### config.mk
export PLATFORM = sky130hd
export DESIGN_NAME = csa_mult6
export DESIGN_NICKNAME = d
export VERILOG_FILES = /design/src/rtl/csa_mult6.sv
export SDC_FILE = /design/constraint.sdc
export NUM_CORES = 1
export LEC_CHECK = 0
export BUFFER_PORTS_ARGS = -buffer_cell sky130_fd_sc_hd__buf_4
export CAP_MARGIN = 15
export CORE_UTILIZATION = 45
export DETAILED_ROUTE_END_ITERATION = 8
export PLACE_DENSITY = 0.84
export RECOVER_POWER = 100
export SLEW_MARGIN = 15
export SYNTH_ARGS = -nofsm -noshare
export SYNTH_HDL_FRONTEND = slang
export SYNTH_SLANG_ARGS = --single-unit
### constraint.sdc
create_clock -name vclk -period 6.61
set_input_delay 0.3305 -clock vclk [all_inputs]
set_output_delay 0.3305 -clock vclk [all_outputs]
set_load 0.005 [all_outputs]
### src/rtl/csa_mult6.sv
module csa_mult6 #(
  parameter int OPW     = 6,
  parameter bit REG_OUT = 1'b0
) (
  input  logic             clk,
  input  logic             rst_n,
  input  logic [OPW-1:0]   mcand,
  input  logic [OPW-1:0]   mplier,
  output logic [2*OPW-1:0] product
);

  localparam int PW = 2 * OPW;

  logic [PW-1:0] prod_c;
  logic          merge_cout;

  function automatic logic [1:0] fadd(input logic a, input logic b, input logic ci);
    return {(a & b) | (ci & (a ^ b)), a ^ b ^ ci};
  endfunction

  always_comb begin
    logic [OPW-1:0] sv, cv, nsv, ncv, row, sh;
    logic [1:0]     r;
    logic           rc;
    sv     = mcand & {OPW{mplier[0]}};
    cv     = '0;
    prod_c = '0;
    prod_c[0] = sv[0];
    for (int i = 1; i < OPW; i++) begin
      row = mcand & {OPW{mplier[i]}};
      sh  = sv >> 1;
      for (int j = 0; j < OPW; j++) begin
        r      = fadd(sh[j], cv[j], row[j]);
        nsv[j] = r[0];
        ncv[j] = r[1];
      end
      sv = nsv;
      cv = ncv;
      prod_c[i] = sv[0];
    end
    sh = sv >> 1;
    rc = 1'b0;
    for (int j = 0; j < OPW; j++) begin
      r = fadd(sh[j], cv[j], rc);
      prod_c[OPW+j] = r[0];
      rc = r[1];
    end
    merge_cout = rc;
  end

  generate
    if (REG_OUT) begin : g_reg
      always_ff @(posedge clk or negedge rst_n) begin
        if (!rst_n) product <= '0;
        else        product <= prod_c;
      end

      assert_reg_delay_R6: assert property (@(posedge clk) disable iff (!rst_n)
        rst_n |=> product == $past(prod_c));
    end else begin : g_comb
      assign product = prod_c;

      assert_comb_follow_R7: assert property (@(posedge clk) disable iff (!rst_n)
        product == PW'(mcand) * PW'(mplier));
    end
  endgenerate

  assert_exact_R1: assert property (@(posedge clk) disable iff (!rst_n)
    prod_c == PW'(mcand) * PW'(mplier));

  assert_lsb_and_R2: assert property (@(posedge clk) disable iff (!rst_n)
    prod_c[0] == (mcand[0] & mplier[0]));

  assert_zero_op_R3: assert property (@(posedge clk) disable iff (!rst_n)
    (mcand == '0 || mplier == '0) |-> prod_c == '0);

  assert_onehot_shift_R4: assert property (@(posedge clk) disable iff (!rst_n)
    ($countones(mplier) == 1) |-> prod_c == ((PW'(mcand) * PW'(mplier))));

  assert_merge_carry_zero_R5: assert property (@(posedge clk) disable iff (!rst_n)
    !merge_cout);

endmodule

==> impl_metrics.py, run 1 <==
metrics = {
    "drt": {
        "detail_route.wl_per_cell_um": 9.79,
        "via_per_inst": 4.59,
        "first_iter_violations": 3,
        "finalWirelength_um": 1290,
        "postRouteAntennaNets": 0,
        "drcViolationCount": 0,
        "drt_first_pass_iters": 2,
        "vias": 606,
    },
    "critical_path": {
        "required_ns": 6.28,
        "startpoint_type": "primary input",
        "worstPathArrival_ns": 4.98,
        "worstSetupPathType": "in -> out",
        "crit_path_end_kind": "primary output",
        "cp_max_fo": 6,
    },
    "die": {
        "ios": 26,
        "die_h_um": 44.9,
        "initial_core_util_pct": 48.0,
        "num_rows": 15,
        "die_area_um2": 2020,
        "core_area_um2": 1730,
        "dieWidth_um": 44.9,
    },
    "sta": {
        "max_freq_mhz": 188,
        "finalHoldViolCount": 0,
        "tightest_slew_ns": 0.218,
        "min_period_ns": 5.31,
        "rsz0062_at_grt": "no",
        "slew_violations": 0,
        "tns_ns": 0,
        "finalSetupViolations": 0,
        "slew_headroom_pct": 85.5,
        "post-route-period-util_pct": 80.4,
    },
    "final_layout": {
        "n_antenna_cell": 0,
        "fin_cells": 132,
        "clkbuf_count": 0,
        "flops_and_latches": 0,
        "register_area_um2": 0,
        "layout-drive-gt1-share_pct": 21.5,
        "postLayoutCellArea_um2": 1040,
        "syn_to_final_growth_pct": 25.0,
        "layout.nets": 153,
    },
    "power_and_ir_drop": {
        "power_uw": 149,
        "power_leakage_nw": 0.547,
        "power_density_nw_per_um2": 144,
        "ir_drop_mv": 0.0768,
    },
    "placement": {
        "dp_cells": 132,
        "hpwl_um": 1280,
        "routabilityCongestion": 0.715,
        "place_area_um2": 1040,
        "port-buffer-count": 24,
    },
    "global_route": {
        "grt_pass1_wl_um": 2500,
        "antenna_found_initial": 0,
        "track_usage_pct": 16.2,
        "grt_overflow": 0,
        "grt_max_degree": 7,
        "grt_pass1_vias": 653,
    },
    "logic_synthesis": {
        "syn_nets": 127,
        "synth_cells": 83,
        "ys_types": 5,
        "ys_warn_count": 0,
        "seq_area_frac_synth_pct": 0,
        "synthesis.area_um2": 830,
        "avgSynthCellArea_um2": 9.99,
    },
    "min_path": {
        "worstHoldPathType": "in -> out",
        "min_from": "mcand[0]",
        "worstHoldPathCells": 3,
        "hold_end": "product[0]",
    },
    "clock_network": {
        "ctsHoldBuffers": 0,
        "post_cts_resized": 0,
        "post_cts_buffers": 0,
    },
    "run": {
        "drv_cap": 0,
    },
    "status": {
        "status": "complete, no violations",
    },
}
[power by group]
part           switching [mW]  total (mW)  internal [mW]
sequential                  0           0              0
clock                       0           0              0
combinational          0.0657       0.149         0.0833
[layout make-up]
class,count,area [um^2]
Fill cell,167,689
Inverter,17,63.8
Multi-Input combinational cell,66,766
Tap cell,25,31.3
Timing Repair Buffer,24,176
[worst max-delay path, stage by stage]
cell,delay [ns]
clkbuf_1,0.13
and2_0,0.19
ha_1,0.28
inv_1,0.05
fa_1,0.53
inv_1,0.05
fa_1,0.44
fa_1,0.50
fa_1,0.50
ha_1,0.22
fa_1,0.37
fa_1,0.39
fa_1,0.39
fa_1,0.48
clkbuf_4,0.13
[through the flow]
| stage | hold WS [ns] | setup WS (ns) | utilization, % |
|---|---|---|---|
| 6_report | 0.974 | 1.30 | 60.1 |
| 5_1_grt | 0.997 | 1.07 | 60.1 |
| 4_1_cts | 0.978 | 1.31 | 60.3 |
| 3_5_place_dp | 0.978 | 1.31 | 60.3 |
| 3_3_place_gp | 0.980 | 1.37 | 60.3 |
| 2_1_floorplan | 0.771 | 1.69 | - |
[cells in the mapped netlist]
library cell,number,area (um^2)
ha_1,6,75.1
fa_1,24,480
inv_1,17,63.8
and2_1,30,188
nand2_1,6,22.5
[placed cells by master (no fill, tap or decap)]
cell and n:
ha_1 6, buf_4 17, inv_1 17, clkbuf_4 6
nand2_1 6, and2_0 5, fa_1 24, and2_1 25
clkbuf_1 1
[worst max path at each step]
stage | startpoint | endpoint | slack [ns] | cells after the start
detailed placement | mplier[0] | product[10] | 1.31 | 15
global route | mplier[0] | product[10] | 1.07 | 15
CTS | mplier[0] | product[10] | 1.31 | 15
global placement | mplier[0] | product[10] | 1.37 | 15
floorplan | mplier[0] | product[10] | 1.69 | 13
finish | mplier[0] | product[10] | 1.30 | 15
[kinds of logic (layout without fill, tap and decap cells)]
group | Yosys count | in the layout | share of synthesized area, %
simple gates | 36 | 36 | 25.3
buf+inv | 17 | 41 | 7.69
fa+ha+maj | 30 | 30 | 67.0
[layer usage]
layer | share of wire, % | global-route usage (%) | vias up
li1 | - | - | 287
met1 | 38 | 18.4 | 302
met2 | 58 | 34.8 | 17
met3 | 4.3 | 0.400 | 0
met4 | 0 | 0 | 0
met5 | 0 | 0 | -
(Power assumes the default switching activity.)
==> run 2, diff against run 1 <==
--- a/config.mk
+++ b/config.mk
@@ -5,11 +5,12 @@
 export SDC_FILE = /design/constraint.sdc
 export NUM_CORES = 1
 export LEC_CHECK = 0
+export ABC_AREA = 1
 export BUFFER_PORTS_ARGS = -buffer_cell sky130_fd_sc_hd__buf_4
 export CAP_MARGIN = 15
 export CORE_UTILIZATION = 45
 export DETAILED_ROUTE_END_ITERATION = 8
-export PLACE_DENSITY = 0.84
+export PLACE_DENSITY = 0.83
 export RECOVER_POWER = 100
 export SLEW_MARGIN = 15
 export SYNTH_ARGS = -nofsm -noshare
==> constraint.sdc (replaced) <==
create_clock -name vclk -period 5
set_input_delay 0.25 -clock vclk [all_inputs]
set_output_delay 0.25 -clock vclk [all_outputs]
set_load 0.005 [all_outputs]
==> run 2 against run 1 <==
  * Sequential share of layout area unchanged
  * Routed wire length up 30%
  * Final cell count up 27%
  * First-iteration DRC count rose to 2.7 times the previous value
  * Utilization up 3.3 points
  * Via count up 22%
  * Flip-flop and latch count unchanged
  * Final area up 7.7%
  * Setup slack worse by 1.1 ns
  * Die area up 4.3%
  * Combinational power up 38%
  * Total power up 37%
  * Critical path type unchanged
  * Critical endpoint unchanged
  * Largest cell class unchanged
  * Highest routed layer unchanged
==> impl_metrics.py, run 2 <==
metrics = {
    "final_layout": {
        "postLayoutCellArea_um2": 1120,
        "layout-drive-gt1-share_pct": 21.8,
        "register_area_um2": 0,
        "final_common_cell": "inv_1",
        "syn_to_final_growth_pct": 28.9,
        "clkbuf_count": 0,
        "flops_and_latches": 0,
        "n_antenna_cell": 0,
        "final_cell_mix": "inv_1 (47), nand2_1 (36), buf_4 (22), fa_1 (19), ha_1 (6)",
        "layout.nets": 188,
    },
    "drt": {
        "drcViolationCount": 0,
        "via_per_inst": 4.44,
        "finalWirelength_um": 1680,
        "postRouteAntennaNets": 0,
        "vias": 742,
        "first_iter_violations": 8,
        "detail_route.wl_per_cell_um": 10.1,
        "drt_first_pass_iters": 2,
    },
    "placement": {
        "hpwl_um": 1560,
        "routabilityCongestion": 0.739,
        "place_area_um2": 1120,
        "port-buffer-count": 24,
    },
    "die": {
        "dieWidth_um": 45.9,
        "initial_core_util_pct": 49.1,
        "die_area_um2": 2110,
        "num_rows": 15,
        "ios": 26,
        "die_h_um": 45.9,
        "core_area_um2": 1760,
    },
    "logic_synthesis": {
        "syn_nets": 157,
        "seq_area_frac_synth_pct": 0,
        "ys_warn_count": 0,
        "synth_cells": 113,
        "synth_top_cell_area_share_pct": 55.4,
        "ys_top_cells_by_count": "inv_1 (47), nand2_1 (36), fa_1 (24), ha_1 (6)",
        "ys_types": 4,
        "avgSynthCellArea_um2": 7.67,
        "synthesis.area_um2": 867,
        "synth_most_common_cell": "inv_1",
        "yosysTopAreaCell": "fa_1",
        "ys_top_cells_by_area": "fa_1 (55%), inv_1 (20%), nand2_1 (16%)",
    },
    "clock_network": {
        "post_cts_buffers": 0,
        "ctsHoldBuffers": 0,
    },
    "global_route": {
        "grt_pass1_wl_um": 2760,
        "grt_max_degree": 7,
        "grt_pass1_vias": 724,
        "grt_overflow": 0,
        "track_usage_pct": 17.8,
        "antenna_found_initial": 0,
    },
    "sta": {
        "post-route-period-util_pct": 96.7,
        "max_freq_mhz": 207,
        "min_period_ns": 4.83,
        "tightest_slew_ns": 0.137,
        "slew_headroom_pct": 90.8,
        "slew_violations": 0,
        "rsz0062_at_grt": "no",
        "finalSetupViolations": 0,
        "finalHoldViolCount": 0,
    },
    "critical_path": {
        "crit_path_end_kind": "primary output",
        "crit_start": "mplier[1]",
        "cp_max_fo": 4,
        "worstSetupPathType": "in -> out",
        "worstPathArrival_ns": 4.58,
        "startpoint_type": "primary input",
        "required_ns": 4.75,
    },
    "power_and_ir_drop": {
        "power_leakage_nw": 0.781,
        "power_uw": 205,
        "power_density_nw_per_um2": 183,
        "ir_drop_mv": 0.157,
    },
    "run": {
        "drv_cap": 0,
    },
    "min_path": {
        "worstHoldPathType": "in -> out",
        "min_from": "mcand[0]",
    },
    "status": {
        "status": "complete, no violations",
    },
}
[run 2: layout make-up]
type / count / area, um^2
fill: 178 / 647
inverter: 47 / 176
multi-input combinational: 66 / 703
tap: 25 / 31.3
timing repair buffer: 29 / 206
[run 2: path summary, 6_finish.rpt]
path          end  cells past startpoint
max   product[10]                     17
min    product[0]                      4
[run 2: where the power goes]
part / switching, mW / internal [mW] / total [mW]
clock network: 0 / 0 / 0
logic: 0.0965 / 0.108 / 0.205
registers: 0 / 0 / 0
total: 0.0965 / 0.108 / 0.205
[run 2: kinds of logic after synthesis]
family	synth area share [%]
fa+ha+maj	64.1
buf+inv	20.3
simple gates	15.6
[run 2: through the flow]
step | setup TNS (ns) | hold slack (ns) | std cells | utilization, % | setup slack [ns]
3_3_place_gp | -0.00322 | 0.798 | 167 | 63.3 | -0.00322
4_1_cts | 0 | 0.817 | 167 | 63.5 | 0.00506
5_1_grt | 0 | 0.853 | 167 | 63.3 | 0.00272
2_1_floorplan | 0 | 0.572 | 113 | - | 0.305
3_5_place_dp | -0.0457 | 0.816 | 167 | 63.3 | -0.0457
6_report | 0 | 0.824 | 167 | 63.3 | 0.167
[run 2: repair_timing]
| action | in CTS | in global routing |
|---|---|---|
| endpoints found under the setup margin | 1 | 2 |
| resized for setup | 2 | 3 |
| pin swaps | 1 | 2 |
[run 2: layer usage]
layer	vias to the layer above	wire [um]	share of wire (%)	track usage, %
li1	356	-	-	-
met1	368	601	36	19.5
met2	18	1030	61	38.9
met3	0	46	2.7	0
met4	0	0	0	0
met5	-	0	0	0
[run 2: worst max-delay path, cell delays in order]
cell and delay (ns):
buf_4 0.12, buf_4 0.14, nand2_1 0.05, inv_1 0.04
ha_1 0.27, inv_1 0.05, fa_1 0.49, inv_1 0.07
fa_2 0.40, fa_2 0.37, fa_1 0.46, ha_1 0.22
fa_1 0.38, fa_2 0.35, fa_2 0.34, fa_1 0.49
buf_4 0.11
==> run 3, diff against run 2 <==
--- a/config.mk
+++ b/config.mk
@@ -8,11 +8,14 @@
 export ABC_AREA = 1
 export BUFFER_PORTS_ARGS = -buffer_cell sky130_fd_sc_hd__buf_4
 export CAP_MARGIN = 15
-export CORE_UTILIZATION = 45
+export CELL_PAD_IN_SITES_DETAIL_PLACEMENT = 1
+export CELL_PAD_IN_SITES_GLOBAL_PLACEMENT = 1
+export CORE_UTILIZATION = 39
 export DETAILED_ROUTE_END_ITERATION = 8
-export PLACE_DENSITY = 0.83
+export PLACE_DENSITY = 0.95
 export RECOVER_POWER = 100
-export SLEW_MARGIN = 15
+export SETUP_SLACK_MARGIN = 0.3
+export SLEW_MARGIN = 20
 export SYNTH_ARGS = -nofsm -noshare
 export SYNTH_HDL_FRONTEND = slang
 export SYNTH_SLANG_ARGS = --single-unit
==> run 3 against run 2 <==
  * Hold slack got worse by 0.0026 ns
  * Critical endpoint unchanged
  * Total power up 14%
  * Final area grew 9.6%
  * Count of clock-buffer cells in the layout did not move
  * Non-clock buffer count increased by 1
  * Flip-flop and latch count is the same
==> impl_metrics.py, run 3 (same netlist as run 2, synthesis figures left out) <==
metrics = {
    "critical_path": {
        "cp_max_fo": 4,
        "startpoint_type": "primary input",
        "slowest_delay_ns": 0.51,
        "worstPathArrival_ns": 4.49,
        "crit_path_end_kind": "primary output",
        "required_ns": 4.75,
        "critical_path.slowest_cell": "fa_2",
        "cpMostUsedCell": "fa_2",
        "worstSetupPathType": "in -> out",
        "crit_chain": "buf_6, buf_6, nand2_1, inv_4, ha_4, inv_2, fa_2, inv_2, fa_2, fa_2, fa_1, ha_2, fa_2, fa_2, fa_2, fa_1, buf_4",
    },
    "global_route": {
        "grt_use_met1_pct": 23.8,
        "met3_usage_pct": 0.623,
        "track_usage_pct": 21.8,
        "grt_pass1_vias": 900,
        "grt.met2_usage_pct": 46.6,
        "busiest_layer": "met2",
        "grt_overflow": 0,
        "grt_pass1_wl_um": 3990,
        "antenna_found_initial": 0,
        "grt_max_degree": 7,
    },
    "sta": {
        "finalSetupViolations": 0,
        "slew_headroom_pct": 92.2,
        "finalHoldViolCount": 0,
        "post-route-period-util_pct": 94.8,
        "finalWorstSetupSlack_ns": 0.259,
        "tightest_slew_ns": 0.117,
        "slew_violations": 0,
        "min_period_ns": 4.74,
        "rsz0062_at_grt": "yes",
        "max_freq_mhz": 211,
    },
    "final_layout": {
        "fin_cells": 170,
        "syn_to_final_growth_pct": 41.3,
        "clkbuf_count": 0,
        "final_common_cell": "inv_1",
        "n_antenna_cell": 0,
        "layout-drive-gt1-share_pct": 40.6,
        "final_cell_mix": "inv_1 (35), nand2_1 (32), buf_4 (21), fa_1 (15), inv_2 (11)",
        "flops_and_latches": 0,
        "register_area_um2": 0,
        "layout.nets": 189,
    },
    "placement": {
        "routabilityCongestion": 0.727,
        "dp_cells": 169,
        "hpwl_um": 1900,
        "port-buffer-count": 24,
        "dp_worst_setup_slack_ns": -0.0727,
    },
    "die": {
        "num_rows": 16,
        "die_h_um": 49.2,
        "ios": 26,
        "initial_core_util_pct": 42.9,
        "core_area_um2": 2020,
        "dieWidth_um": 49.2,
        "die_area_um2": 2420,
    },
    "drt": {
        "first_iter_violations": 9,
        "postRouteAntennaNets": 0,
        "finalWirelength_um": 2310,
        "drt_first_pass_iters": 4,
        "drcViolationCount": 0,
        "via_per_inst": 4.57,
        "detail_route.wl_per_cell_um": 13.6,
        "vias": 777,
    },
    "power_and_ir_drop": {
        "power_density_nw_per_um2": 190,
        "ir_drop_mv": 0.189,
        "power_leakage_nw": 0.792,
        "power_uw": 233,
    },
    "run": {
        "drv_cap": 0,
    },
    "status": {
        "status": "complete, no violations",
    },
    "min_path": {
        "worstHoldPathType": "in -> out",
    },
    "clock_network": {
        "ctsHoldBuffers": 0,
    },
}
-- run 3: cell count changes in the layout (fill, tap and decap cells not counted), sizes merged --
cell / previous run / this run
buf: 22 / 28
clkbuf: 7 / 2
-- run 3: metal layers --
metal,wire length (um),vias up
li1,-,359
met1,841,397
met2,1410,19
met3,38,2
met4,19,0
met5,0,-
-- run 3: where the power goes --
group          internal (mW)  switching (mW)
Sequential                 0               0
Clock                      0               0
Combinational          0.127           0.107
Total                  0.127           0.107
-- run 3: worst max-delay path: cells and delay by family --
family / cells / cell delay, ns
adder cells (fa/ha/maj): 10 / 3.69
buffers and inverters: 6 / 0.44
AND/OR/NAND/NOR: 1 / 0.10
-- run 3: area by class of cell --
cell class	count	area, um^2
repair buffers	30	251
well taps	27	33.8
multi-input cells	66	761
fillers	264	797
inverters	47	179
-- run 3: repair_timing --
action | 4_1_cts | 5_1_grt
setup buffers | 1 | 0
hold endpoints to repair | 0 | 0
pin swaps | 19 | 11
endpoints found under the setup margin | 2 | 2
resized for setup | 37 | 4
-- run 3: stage by stage --
stage	cell area [um^2]	hold slack (ns)	utilization (%)	setup TNS [ns]
after floorplan	867	0.572	-	0
after global placement	1120	0.802	55.3	-0.0119
after detailed placement	1120	0.820	55.3	-0.0727
after CTS	1220	0.820	60.3	0
after global routing	1220	0.858	60.6	0
final	1220	0.821	60.6	0
-- run 3: path summary, 6_finish.rpt --
kind | start | to | slack [ns] | cells past startpoint
worst min-delay path | mcand[0] | product[0] | 0.82 | 4
worst max-delay path | mplier[1] | product[10] | 0.26 | 17
